## src/rtl/ddr3_init_pkg.sv

```systemverilog
package ddr3_init_pkg;

  typedef enum logic [3:0] {
    ST_IDLE,
    ST_RST_HOLD,
    ST_CKE_WAIT,
    ST_XPR_WAIT,
    ST_MRS_CMD,
    ST_MRS_GAP,
    ST_MOD_GAP,
    ST_ZQ_CMD,
    ST_FINAL_WAIT,
    ST_READY
  } seq_state_e;

  typedef enum logic [1:0] {
    CMD_NOP,
    CMD_MRS,
    CMD_ZQCL
  } bus_cmd_e;

  function automatic int unsigned max2(input int unsigned a, input int unsigned b);
    return (a > b) ? a : b;
  endfunction

endpackage

```

## src/rtl/ddr3_init_rst_sync.sv

```systemverilog
module ddr3_init_rst_sync (
  input  logic clk,
  input  logic rst_n,
  output logic rst_sync_n
);

  logic stage1_q;
  logic stage2_q;

  always_ff @(posedge clk or negedge rst_n) begin
    if (!rst_n) begin
      stage1_q <= 1'b0;
      stage2_q <= 1'b0;
    end else begin
      stage1_q <= 1'b1;
      stage2_q <= stage1_q;
    end
  end

  assign rst_sync_n = stage2_q;

endmodule

```

## src/rtl/ddr3_init_timer.sv

```systemverilog
module ddr3_init_timer #(
  parameter int unsigned CNT_W = 8
) (
  input  logic             clk,
  input  logic             rst_n,
  input  logic             load,
  input  logic [CNT_W-1:0] load_val,
  output logic             expired
);

  logic [CNT_W-1:0] cnt_q;
  logic [CNT_W-1:0] cnt_d;
  logic             cnt_en;

  // A load wins; otherwise count down to zero and rest there.
  always_comb begin
    cnt_en = load || (cnt_q != '0);
    cnt_d  = load ? load_val : (cnt_q - 1'b1);
  end

  always_ff @(posedge clk or negedge rst_n) begin
    if (!rst_n) begin
      cnt_q <= '0;
    end else if (cnt_en) begin
      cnt_q <= cnt_d;
    end
  end

  assign expired = (cnt_q == '0);

endmodule

```

## src/rtl/ddr3_init_cmd_enc.sv

```systemverilog
module ddr3_init_cmd_enc
  import ddr3_init_pkg::*;
#(
  parameter int unsigned ADDR_W = 16
) (
  input  bus_cmd_e          cmd,
  input  logic [2:0]        ba_in,
  input  logic [ADDR_W-1:0] addr_in,
  output logic              cs_n,
  output logic              ras_n,
  output logic              cas_n,
  output logic              we_n,
  output logic [2:0]        ba_out,
  output logic [ADDR_W-1:0] addr_out
);

  localparam int unsigned ZQ_LONG_BIT = 10;

  always_comb begin
    cs_n     = 1'b0;
    ras_n    = 1'b1;
    cas_n    = 1'b1;
    we_n     = 1'b1;
    ba_out   = '0;
    addr_out = '0;
    unique case (cmd)
      CMD_MRS: begin
        ras_n    = 1'b0;
        cas_n    = 1'b0;
        we_n     = 1'b0;
        ba_out   = ba_in;
        addr_out = addr_in;
      end
      CMD_ZQCL: begin
        we_n                  = 1'b0;
        addr_out[ZQ_LONG_BIT] = 1'b1;
      end
      default: ;
    endcase
  end

endmodule

```

## src/rtl/ddr3_init_seq.sv

```systemverilog
module ddr3_init_seq
  import ddr3_init_pkg::*;
#(
  parameter int unsigned ADDR_W     = 16,
  parameter int unsigned T_RST_HOLD = 40000,
  parameter int unsigned T_CKE_WAIT = 100000,
  parameter int unsigned T_XS       = 24,
  parameter int unsigned T_MRD      = 4,
  parameter int unsigned T_MOD      = 12,
  parameter int unsigned T_DLLK     = 512,
  parameter int unsigned T_ZQINIT   = 512
) (
  input  logic              clk,
  input  logic              rst_n,
  input  logic              start,
  input  logic [ADDR_W-1:0] mr0_cfg,
  input  logic [ADDR_W-1:0] mr1_cfg,
  input  logic [ADDR_W-1:0] mr2_cfg,
  input  logic [ADDR_W-1:0] mr3_cfg,
  output logic              mem_rst_n,
  output logic              mem_cke,
  output logic              mem_odt,
  output logic              mem_cs_n,
  output logic              mem_ras_n,
  output logic              mem_cas_n,
  output logic              mem_we_n,
  output logic [2:0]        mem_ba,
  output logic [ADDR_W-1:0] mem_addr,
  output logic              init_done
);

  // Effective interval lengths, clamped to the minimum each step needs.
  localparam int unsigned RST_CYC  = max2(T_RST_HOLD, 1);
  localparam int unsigned CKEW_CYC = max2(T_CKE_WAIT, 5);
  localparam int unsigned XPR_CYC  = max2(T_XS, 5);
  localparam int unsigned MRD_CYC  = max2(T_MRD, 2);
  localparam int unsigned MOD_CYC  = max2(T_MOD, 2);
  localparam int unsigned FIN_CYC  = max2(max2(T_DLLK, T_ZQINIT), 2);
  localparam int unsigned LONGEST  = max2(max2(RST_CYC, CKEW_CYC), max2(XPR_CYC, FIN_CYC));
  localparam int unsigned CNT_W    = $clog2(LONGEST + 1);

  // Timer load values: a state that lasts N cycles loads N-1. A gap that
  // follows a one-cycle command loads N-2, so command-to-command is N.
  localparam logic [CNT_W-1:0] LD_RST  = CNT_W'(RST_CYC - 1);
  localparam logic [CNT_W-1:0] LD_CKEW = CNT_W'(CKEW_CYC - 1);
  localparam logic [CNT_W-1:0] LD_XPR  = CNT_W'(XPR_CYC - 1);
  localparam logic [CNT_W-1:0] LD_MRD  = CNT_W'(MRD_CYC - 2);
  localparam logic [CNT_W-1:0] LD_MOD  = CNT_W'(MOD_CYC - 2);
  localparam logic [CNT_W-1:0] LD_FIN  = CNT_W'(FIN_CYC - 2);

  localparam int unsigned DLL_ON_BIT  = 0;
  localparam int unsigned DLL_RST_BIT = 8;

  logic              rst_sync_n;
  seq_state_e        state_q;
  seq_state_e        state_d;
  logic [1:0]        mr_idx_q;
  logic [1:0]        mr_idx_d;
  logic              mr_idx_en;
  logic              tmr_load;
  logic [CNT_W-1:0]  tmr_val;
  logic              tmr_exp;
  bus_cmd_e          cur_cmd;
  logic [2:0]        mr_ba;
  logic [ADDR_W-1:0] mr_data;

  ddr3_init_rst_sync u_rst_sync (
    .clk        (clk),
    .rst_n      (rst_n),
    .rst_sync_n (rst_sync_n)
  );

  ddr3_init_timer #(
    .CNT_W (CNT_W)
  ) u_timer (
    .clk      (clk),
    .rst_n    (rst_sync_n),
    .load     (tmr_load),
    .load_val (tmr_val),
    .expired  (tmr_exp)
  );

  // Next-state logic. A start pulse overrides every state.
  always_comb begin
    state_d   = state_q;
    mr_idx_d  = mr_idx_q;
    mr_idx_en = 1'b0;
    tmr_load  = 1'b0;
    tmr_val   = '0;
    if (start) begin
      state_d   = ST_RST_HOLD;
      mr_idx_d  = '0;
      mr_idx_en = 1'b1;
      tmr_load  = 1'b1;
      tmr_val   = LD_RST;
    end else begin
      unique case (state_q)
        ST_RST_HOLD: if (tmr_exp) begin
          state_d  = ST_CKE_WAIT;
          tmr_load = 1'b1;
          tmr_val  = LD_CKEW;
        end
        ST_CKE_WAIT: if (tmr_exp) begin
          state_d  = ST_XPR_WAIT;
          tmr_load = 1'b1;
          tmr_val  = LD_XPR;
        end
        ST_XPR_WAIT: if (tmr_exp) begin
          state_d   = ST_MRS_CMD;
          mr_idx_d  = '0;
          mr_idx_en = 1'b1;
        end
        ST_MRS_CMD: begin
          tmr_load = 1'b1;
          if (mr_idx_q == 2'd3) begin
            state_d = ST_MOD_GAP;
            tmr_val = LD_MOD;
          end else begin
            state_d = ST_MRS_GAP;
            tmr_val = LD_MRD;
          end
        end
        ST_MRS_GAP: if (tmr_exp) begin
          state_d   = ST_MRS_CMD;
          mr_idx_d  = mr_idx_q + 2'd1;
          mr_idx_en = 1'b1;
        end
        ST_MOD_GAP: if (tmr_exp) begin
          state_d = ST_ZQ_CMD;
        end
        ST_ZQ_CMD: begin
          state_d  = ST_FINAL_WAIT;
          tmr_load = 1'b1;
          tmr_val  = LD_FIN;
        end
        ST_FINAL_WAIT: if (tmr_exp) begin
          state_d = ST_READY;
        end
        default: ;
      endcase
    end
  end

  always_ff @(posedge clk or negedge rst_sync_n) begin
    if (!rst_sync_n) begin
      state_q <= ST_IDLE;
    end else begin
      state_q <= state_d;
    end
  end

  always_ff @(posedge clk or negedge rst_sync_n) begin
    if (!rst_sync_n) begin
      mr_idx_q <= '0;
    end else if (mr_idx_en) begin
      mr_idx_q <= mr_idx_d;
    end
  end

  // Mode-register write order and forced DLL bits.
  always_comb begin
    mr_ba   = 3'd0;
    mr_data = mr0_cfg;
    unique case (mr_idx_q)
      2'd0: begin
        mr_ba   = 3'd2;
        mr_data = mr2_cfg;
      end
      2'd1: begin
        mr_ba   = 3'd3;
        mr_data = mr3_cfg;
      end
      2'd2: begin
        mr_ba               = 3'd1;
        mr_data             = mr1_cfg;
        mr_data[DLL_ON_BIT] = 1'b0;
      end
      default: begin
        mr_ba                = 3'd0;
        mr_data              = mr0_cfg;
        mr_data[DLL_RST_BIT] = 1'b1;
      end
    endcase
  end

  always_comb begin
    unique case (state_q)
      ST_MRS_CMD: cur_cmd = CMD_MRS;
      ST_ZQ_CMD:  cur_cmd = CMD_ZQCL;
      default:    cur_cmd = CMD_NOP;
    endcase
  end

  ddr3_init_cmd_enc #(
    .ADDR_W (ADDR_W)
  ) u_cmd_enc (
    .cmd      (cur_cmd),
    .ba_in    (mr_ba),
    .addr_in  (mr_data),
    .cs_n     (mem_cs_n),
    .ras_n    (mem_ras_n),
    .cas_n    (mem_cas_n),
    .we_n     (mem_we_n),
    .ba_out   (mem_ba),
    .addr_out (mem_addr)
  );

  assign mem_rst_n = !((state_q == ST_IDLE) || (state_q == ST_RST_HOLD));
  assign mem_cke   = !((state_q == ST_IDLE) || (state_q == ST_RST_HOLD) ||
                       (state_q == ST_CKE_WAIT));
  assign mem_odt   = 1'b0;
  assign init_done = (state_q == ST_READY);

endmodule

```

## config.mk

```make
export PLATFORM = sky130hd
export DESIGN_NAME = ddr3_init_seq
export DESIGN_NICKNAME = d
export VERILOG_FILES = /design/src/rtl/ddr3_init_pkg.sv /design/src/rtl/ddr3_init_rst_sync.sv /design/src/rtl/ddr3_init_timer.sv /design/src/rtl/ddr3_init_cmd_enc.sv /design/src/rtl/ddr3_init_seq.sv
export SDC_FILE = /design/constraint.sdc
export NUM_CORES = 1
export LEC_CHECK = 0
export BUFFER_PORTS_ARGS = -buffer_cell sky130_fd_sc_hd__buf_2
export CAP_MARGIN = 10
export CORE_MARGIN = 2
export CORE_UTILIZATION = 42
export DETAILED_ROUTE_END_ITERATION = 10
export PLACE_DENSITY = 0.73
export RECOVER_POWER = 100
export SYNTH_ARGS = -nofsm -noshare
export SYNTH_HDL_FRONTEND = slang
export SYNTH_SLANG_ARGS = --single-unit
```

## constraint.sdc

```tcl
create_clock -name clk -period 7 [get_ports clk]
set_input_delay 1.4 -clock clk [delete_from_list [all_inputs] [get_ports clk]]
set_output_delay 1.4 -clock clk [all_outputs]
set_load 0.02 [all_outputs]
```

# Yosys cells after proc, flatten, opt, wreduce, memory -nomap -nowiden

Index checks and enable logic that the tools add are counted.

Bits in registers: 25
Input bits: 67
Output and inout bits: 27
Logic and storage cells: 77

Add/sub/neg operators: 2
Equal/unequal tests: 21
Muxes and demuxes: 32
Reductions and logical operators: 17

Operators by type and width:

| kind                    | number |
|---|---|
| $pmux W17 S4            | 1 |
| $mux W17                | 3 |
| $pmux W16 S3            | 1 |
| $mux W4                 | 7 |
| $pmux W4 S7             | 1 |
| $ne A3 B3 Y1 const B    | 6 |
| $logic_not A17 Y1       | 1 |
| $reduce_bool A17 Y1     | 1 |
| $sub A17 B1 Y17 const B | 1 |
| $eq A4 B3 Y1 const B    | 4 |
| $mux W10                | 1 |
| $mux W2                 | 5 |
| $mux W5                 | 2 |
| $eq A4 B2 Y1 const B    | 2 |
| $eq A4 B4 Y1 const B    | 2 |
| $pmux W2 S2             | 2 |
| $reduce_bool A8 Y1      | 1 |
| $reduce_or A2 Y1        | 4 |
| $eq A2 B2 Y1 const B    | 3 |
| $mux W1                 | 6 |
| $pmux W2 S3             | 1 |
| $reduce_and A6 Y1       | 1 |
| $eq A2 B1 Y1 const B    | 2 |
| $eq A4 B1 Y1 const B    | 1 |
| 9 further kinds         | 13 |

# Depth between registers and ports, before layout

Depth after elaboration: 5
Depth in mapped cells: 9
Mapped depth without buffers: 7

# Modules after synthesis

From an unflattened synthesis, not the netlist that was laid out.

Cell total of the unflattened synthesis: 277
Area, all modules: 2311.0 um^2

By module, submodules not included:

| module             | times used | cells an instance | area each (um^2) |
|---|---|---|---|
| ddr3_init_timer    | 1          | 109               | 1033.5 |
| ddr3_init_seq      | 1          | 135               | 1008.5 |
| ddr3_init_cmd_enc  | 1          | 30                | 215.2 |
| ddr3_init_rst_sync | 1          | 3                 | 53.8 |

# Worst setup path after synthesis

Ideal clock, no wire load.

Path type: flip-flop to output port
Start: reg state_q[1]
End: out mem_ras_n
Arrival time: 2.083 ns
Required time: 5.600 ns
Setup slack: 3.517 ns
Stages on the path, launching flop included: 8
Path buffers: 3
Cell sequence: dfrtp_1 -> clkbuf_1 -> nand2_1 -> or2_2 -> ha_1 -> clkinv_1 -> clkbuf_1 -> buf_4

Cells in the longest elaborated chain, start to end: 4

RTL lines:

| item                   | RTL line             | text |
|---|---|---|
| from (decl)            | ddr3_init_seq.sv:55  | `seq_state_e state_q;` |
| from (signal assigned) | ddr3_init_seq.sv:148 | `state_q <= state_d;` |
| $eq A4 B3 Y1           | ddr3_init_seq.sv:187 | `unique case (state_q)` |
| $pmux W2 S2 (*)        | ddr3_init_seq.sv:187 |  |
| $eq A2 B1 Y1 (*)       | --                   |  |
| $mux W1 (*)            | --                   |  |
| to (decl)              | ddr3_init_seq.sv:24  | `output logic mem_ras_n,` |

Every way passes the cells marked *; elsewhere a longest branch is shown, timed or not.

# Final worst setup path

Start: reg state_q[3]
End: out mem_ba[1]

Cells in the longest elaborated chain, start to end: 4

RTL lines:

| item             | RTL line                | text |
|---|---|---|
| $eq A4 B3 Y1     | ddr3_init_seq.sv:187    |  |
| $pmux W2 S2 (*)  | ddr3_init_seq.sv:187    |  |
| $eq A2 B1 Y1 (*) | ddr3_init_cmd_enc.sv:26 | `unique case (cmd)` |
| $mux W2 (*)      | ddr3_init_cmd_enc.sv:26 |  |
| to (decl)        | ddr3_init_seq.sv:27     | `output logic [2:0] mem_ba,` |

Marks and branches as above.

==> results.ini <==
[yosys]
synth_top_family_by_area = simple AND/OR/NAND/NOR gates
synth_cell_types = 45
ys_ff_latch = 25
synth_simple_gate_area_share_pct = 24.50
synth_async_sr_flop_share_pct = 100.0
netlist_area_mm2 = 0.002017
synthAdderAreaFrac_pct = 6.203
synth_edf_count = 0
syn_area_per_cell_um2 = 7.818
synth_compound_area_share_pct = 23.70
yosys_warnings = 0
synth-xor-area-share_pct = 5.645
synthCells = 258
synthMuxAreaShare_pct = 1.489
synth-main-ff-cell = dfrtp_1
ys_seq_area_share_pct = 31.02

[global_routing]
track_usage_pct = 20.05
grt_overflow_total = 0
grt_max_degree = 33
grt_pass1_wl_um = 8604
antenna_found_initial = 0
grt_pass1_vias = 1933

[placed_design]
post-dp-hpwl_um = 4226
numPortBuffers = 88
gp_congestion = 0.8131

[sta]
finalHoldViolCount = 0
clock_skew_ps = 3.974
drv_slew = 0
fin_hold_ws_ps = 372.0
setup_viol = 0
timing.fmax_mhz = 257.5
rsz0062_at_grt = no
final.period_utilization_pct = 55.48
tns_ps = 0
worstMarginPinSlew_ps = 1024
maxSlewHeadroom_pct = 31.74
fin_crit_ps = 3883

[clock_tree]
cts_root_buf = clkbuf_8
post_cts_buffers = 0
clock_latency_ps = 270
cts_max_path_buffers = 2
cts_resized = 0
cts_made_buffers = 3
htree_levels = 1
ctsHoldBuffers = 0
clk_pin_slew_ps = 90
tritoncts = done
clkSinkCount = 25

[pwr]
leakage_uw = 0.001100
p_sw_share_pct = 26.18
power_density_mw_per_mm2 = 117.3
p_int_uw = 211.7
p_switching_uw = 75.07
seqPwrFrac_pct = 53.2
clockPowerShare_pct = 31.9
combPwrFrac_pct = 14.9
irDropWorstVdd_mv = 0.1488

[setup_path]
start_kind = flip-flop
cp.arrival_ps = 2480
slowest_delay_ps = 500
crit_chain = nand2b_1, nand2b_1, inv_1, ha_1, clkinv_1, nor3_1, clkbuf_1
worstSetupPathType = reg2out
critPathCaptureType = primary output
required_ps = 5600
path_max_fanout = 18
critPathMostFrequentCell = nand2b_1
slowest_stage = dfrtp_1

[status]
status = finished clean

[floorplan]
initial_core_util_pct = 42.99
core_mm2 = 0.004692
die_width_um = 73.30
rows = 25
dieArea_mm2 = 0.005373
pin_count = 94
die_h_um = 73.30

[routing]
drc = 0
drt_iter0_drc = 133
vias_per_cell = 5.783
postRouteAntennaNets = 0
wl_per_cell_um = 14.68
num_vias = 2215
routed_wl_um = 5624
first_pass_iters = 5

[final_layout]
diodes = 0
area_growth_pct = 21.22
nFillCells = 474
final_cell_mix = buf_2, nor2_1, a21oi_1, clkbuf_1, dfrtp_1
drive_gt1_share_pct = 21.28
final_common_cell = buf_2
finalNetCount = 407

[min_path]
min_path_type = reg2reg

[job]
drv_cap = 0

-- worst max-delay path: cells and delay by family, from the launching register on --
kind	cells	cell delay, ps
flops	1	500
fa+ha+maj	1	190
buf+inv	3	750
simple gates	3	750
-- power groups by stage --
stage | Combinational [µW] | Sequential [µW] | Clock, µW
after detailed placement | 43.2 | 156 | 0
final | 42.7 | 153 | 91.5
after global placement | 42.1 | 155 | 0
after CTS | 43.4 | 153 | 93.0
after global routing | 48.0 | 154 | 99.2
after floorplan | 23.7 | 153 | 0
-- cells in the mapped netlist (4+ instances only) --
master / instances / area [µm²]
nor2_1: 46 / 172.7
a21oi_1: 26 / 130.1
dfrtp_1: 25 / 625.6
clkbuf_1: 17 / 63.81
a222oi_1: 14 / 140.1
nand2_1: 14 / 52.55
ha_1: 10 / 125.1
inv_1: 10 / 37.54
o21ai_0: 9 / 45.04
nor4_1: 7 / 43.79
xnor2_1: 7 / 61.31
nor3_1: 6 / 30.03
xor2_1: 6 / 52.55
buf_4: 4 / 30.03
nand2b_1: 4 / 25.02
o31ai_1: 4 / 30.03
or3_1: 4 / 25.02
-- flip-flops by register name, indices dropped and copies added, names as in the netlist --
name and flops:
u_timer.cnt_q 17, state_q 4, mr_idx_q 2, u_rst_sync.rst_sync_n 1, u_rst_sync.stage1_q 1
-- logic make-up after synthesis --
| kind of cell | after synthesis |
|---|---|
| buf+inv | 34 |
| mux | 3 |
| other cells | 2 |
| simple gates | 100 |
| fa+ha+maj | 10 |
| xor+xnor | 13 |
| flops | 25 |
| compound gates | 71 |
-- routing by layer --
layer | vias up | global-route usage, % | wire length [µm]
li1 | 1066 | - | -
met1 | 1042 | 25.13 | 2335
met2 | 101 | 36.94 | 2792
met3 | 6 | 1.920 | 448
met4 | 0 | 4.848 | 47
met5 | - | 0 | 0
-- area by class of cell --
| class | count | area [µm²] | share of cell area (%) |
|---|---|---|---|
| multi-input cells | 201 | 1252 | 51.23 |
| flip-flops and latches | 25 | 625.6 | 25.59 |
| repair buffers | 88 | 407.9 | 16.68 |
| well taps | 54 | 67.56 | 2.764 |
| clock buffers | 3 | 41.29 | 1.689 |
| inverters | 11 | 41.29 | 1.689 |
| clock inverters | 1 | 8.758 | 0.3582 |
-- path summary, 6_finish.rpt --
check	from	to	slack, ps	cells past startpoint
max	state_q[3]	mem_ba[1]	3120	7
min reg2reg	u_rst_sync.stage1_q	u_rst_sync.rst_sync_n	370	0
min	u_rst_sync.stage1_q	u_rst_sync.rst_sync_n	370	0
min in group asynchronous	u_rst_sync.rst_sync_n	u_timer.cnt_q[4]	400	0
max in group asynchronous	rst_n	u_rst_sync.rst_sync_n	5990	1
max reg2reg	u_timer.cnt_q[0]	u_timer.cnt_q[14]	4550	7
-- through the flow --
stage / worst slack (ps) / cell area [µm²] / std cells / power, µW / utilization, %
global route: 2878 / 2445 / 383 / 301.2 / 52.11
detailed placement: 3295 / 2431 / 379 / 198.8 / 51.81
finish: 3117 / 2445 / 383 / 286.8 / 52.11
CTS: 3228 / 2481 / 383 / 289.1 / 52.88
global placement: 3275 / 2431 / 379 / 197.5 / 51.81
floorplan: 3517 / 2024 / 260 / 176.8 / -
(Power assumes the default switching activity.)
